<file path="config.mk">
export PLATFORM = sky130hd
export DESIGN_NAME = lfsr_nonce_gen
export DESIGN_NICKNAME = d
export VERILOG_FILES = /design/src/rtl/lfsr_nonce_gen.sv
export SDC_FILE = /design/constraint.sdc
export NUM_CORES = 1
export LEC_CHECK = 0
export BUFFER_PORTS_ARGS = -buffer_cell sky130_fd_sc_hd__buf_2
export CORE_AREA = 4 4 41 43
export CTS_CLUSTER_DIAMETER = 150
export CTS_CLUSTER_SIZE = 20
export DETAILED_ROUTE_END_ITERATION = 6
export DIE_AREA = 0 0 45 47
export PLACE_DENSITY = 0.61
export SLEW_MARGIN = 20
export SYNTH_ARGS = -nofsm -noshare
export SYNTH_HDL_FRONTEND = slang
export SYNTH_SLANG_ARGS = --single-unit
</file>
<file path="constraint.sdc">
create_clock -name clk -period 1.9 [get_ports clk]
set_clock_uncertainty 0.2 [all_clocks]
set_input_delay 0.285 -clock clk [delete_from_list [all_inputs] [get_ports clk]]
set_output_delay 0.285 -clock clk [all_outputs]
set_load 0.02 [all_outputs]
</file>
<file path="src/rtl/lfsr_nonce_gen.sv">
module lfsr_nonce_gen #(
  parameter int SEED_W  = 8,
  parameter int NONCE_W = 8
) (
  input  logic               clk,
  input  logic               rst_n,
  input  logic [SEED_W-1:0]  seed_i,
  input  logic               poly_sel_i,
  input  logic               restart_i,
  input  logic               step_i,
  output logic [NONCE_W-1:0] nonce_o,
  output logic               rand_bit_o
);
  localparam int DEG = 7;
  localparam int TAP_HI = 5;
  localparam int TAP_LO = 2;
  localparam logic [DEG-1:0] SAFE = DEG'(1);

  logic [DEG-1:0] st;
  logic [DEG-1:0] seed_lo;
  logic           fb;
  logic           unused_seed;

  assign seed_lo     = seed_i[DEG-1:0];
  assign unused_seed = ^seed_i[SEED_W-1:DEG];
  assign fb          = st[DEG-1] ^ (poly_sel_i ? st[TAP_HI] : st[TAP_LO]);

  always_ff @(posedge clk or negedge rst_n) begin
    if (!rst_n)
      st <= SAFE;
    else if (restart_i)
      st <= (seed_lo == '0) ? SAFE : seed_lo;
    else if (step_i)
      st <= {st[DEG-2:0], fb};
  end

  assign nonce_o    = NONCE_W'(st);
  assign rand_bit_o = st[DEG-1];
endmodule

</file>
==> summary.md <==
| Metric | Value |
|---|---|
| Status | finished clean |
| Register area share after synthesis | 47.80% |
| Rows | 13 |
| Critical path's largest stage delay | 0.53 ns |
| Leak | 0.0002554 µW |
| # clock sinks | 7 |
| Crit path buf inv count | 1 |
| Num CTS Buffers | 3 |
| Total track usage | 9.250% |
| Clk pin slew, worst setup/hold paths | 0.05 ns |
| Fin. max-slew vios | 0 |
| Share of cells above drive strength 1 | 39.66% |
| Routed vias | 335 |
| Cell taking the most area after synthesis | dfrtp_1 |
| Worst Hold Depth | 3 |
| Die area | 0.002115 mm² |
| CTS tree | done |
| Chip height | 47 µm |
| Net Count, Synth | 51 |
| WP data required | 1.41 ns |
| ANT nets after route | 0 |
| Synthesized flop and latch total | 7 |
| Area contributors post-synth | dfrtp_1, mux2i_1, o21ai_0, dfstp_2, nand2_1 |
| Initial antenna violation count | 0 |
| Synthesized area | 369.1 µm² |
| Starting Density | 28.37% |
| Post-synthesis area per instance | 9.713 µm² |
| Core Area | 0.001301 mm² |
| Top-area cell type share of the netlist area | 40.68% |
| H-tree depth | 1 |
| Synth warn | 0 |
| P&R area growth vs syn | 34.24% |
| RSZ-0062 raised after global routing | no |
| Largest regs | st (7) |
| FMAX | 704.7 MHz |
| Initial DRC Count | 4 |
| Diode count | 0 |
| I/O Pins | 22 |
| Ys flop type | dfrtp_1 |
| Final Util | 38.08% |
| Crit-path slowest cell | dfstp_2 |
| Final Hold Fails | 0 |
| Final period util | 74.68% |
| PwrDens | 831.2 mW/mm² |
| Mapped Cells | 38 |
| Worst EP arrival | 0.93 ns |
| Worst R2R Path Depth | 4 |
| Worst hold start | seed_i[3] |
| CTS Root Buffer Type | clkbuf_4 |
| Final Critical Period | 1.419 ns |
| Clock Latency Late Sink | 0.24 ns |
| Layout net count | 72 |
| DRT Wirelength | 843 µm |
| FF-to-FF setup slack | 0.52 ns |
| Asr flop ratio synth | 100.0% |
| Largest net degree at the start of global routing | 15 |
| CP max FO | 3 |
| Drt first pass iters | 2 |
| Width of the die | 45 µm |
| Worst-path cell chain | buf_2 |
| Drt drc | 0 |
| Via density | 4.589 |
| Yosys cell types | 15 |
| Hold endpoint | st[3] |
| Post-CTS setup buffer count | 0 |
| Deepest clock path buffer count | 2 |
| Post-synth EDFFs | 0 |
| Maximum vdd ir drop | 229.7 µV |
| Max reg flops | 7 |
| Total grt overflow | 0 |
| Global-route wire length before repair | 1.331 mm |
| Largest register by flop count | st |
| Critical R2R Launch | st[5] |
| Top delay family on crit path | flip-flops |
| Max Cap Viol | 0 |
| Number of global-route vias before repair | 306 |
| IO Port Bufs | 19 |
| Placer Congestion | 0.6875 |
| CP Class | reg -> out |
| Final setup violation count | 0 |
| Setup crit end kind | output pin |
| Reg-to-Reg End | st[0] |
| Routed length per placed instance | 11.55 µm |
| Setup tns final | 0 ns |
| Commonest cells post-synth | mux2i_1, dfrtp_1, nand2_1, o21ai_0 |
| Most common cell in the netlist | mux2i_1 |
| Startpoint Class | register |
| Worst Hold Class | in -> reg |
## metrics by stage
stage / instances / power, µW / hold WS (ns) / setup slack (ns) / instance area [µm²]
after floorplan: 38 / 247.3 / -0.2106 / 0.6199 / 369.1
after global placement: 68 / 283.2 / -0.07480 / 0.5768 / 459.2
after detailed placement: 68 / 284.8 / -0.07261 / 0.5433 / 459.2
after CTS: 73 / 422.9 / 0.04968 / 0.4621 / 495.5
after global routing: 73 / 441.2 / 0.07339 / 0.4161 / 495.5
final: 73 / 411.8 / 0.06272 / 0.4810 / 495.5
## cells in the final DEF, fill, tap and decap left out
| cell type | count |
|---|---|
| nor2_1 | 1 |
| nand2_1 | 6 |
| mux2i_1 | 7 |
| conb_1 | 1 |
| dfrtp_1 | 6 |
| a211oi_1 | 1 |
| buf_2 | 19 |
| dlygate4sd3_1 | 1 |
| clkbuf_1 | 1 |
| dfstp_2 | 1 |
| xnor2_1 | 1 |
| clkbuf_4 | 3 |
| o21ai_0 | 6 |
| a21oi_1 | 2 |
| nor2b_1 | 1 |
| nor4_1 | 1 |
## how the worst max path moves through the flow
| stage | from | to | depth (start not counted) |
|---|---|---|---|
| floorplan | st[5] | st[0] | 4 |
| detailed placement | poly_sel_i | st[0] | 5 |
| global route | st[5] | st[0] | 4 |
| CTS | st[0] | nonce_o[0] | 1 |
| finish | st[0] | nonce_o[0] | 1 |
| global placement | poly_sel_i | st[0] | 5 |
## cells by family (layout without fill, tap and decap cells)
logic type	after synthesis	in the layout	share of synthesized area, %
compound gates	9	9	12.88
xor+xnor	1	1	2.373
buf+inv	4	24	6.437
flops	7	7	47.80
mux	7	7	18.98
other cells	1	1	1.016
simple gates	9	9	10.51
## layout make-up
class,count,area (µm²)
multi-input cells,27,168.9
clock buffers,4,26.28
repair buffers,20,105.1
fillers,149,805.8
flip-flops and latches,7,176.4
well taps,15,18.77
## timing repair
item,in CTS,in global routing
endpoints found under the hold margin,7,0
gates resized for setup,0,0
hold buffers,1,0
## metal layers
layer	wire length (µm)	global-route usage, %
met3	67	2.299
met4	0	7.018
met5	0	0
met1	362	12.15
met2	413	12.99
## power by group
part	internal, µW	switching (µW)
Sequential	168	13.5
Clock	79.8	49.4
Combinational	41.8	59.8
Total	289	123
(Power assumes the default switching activity.)
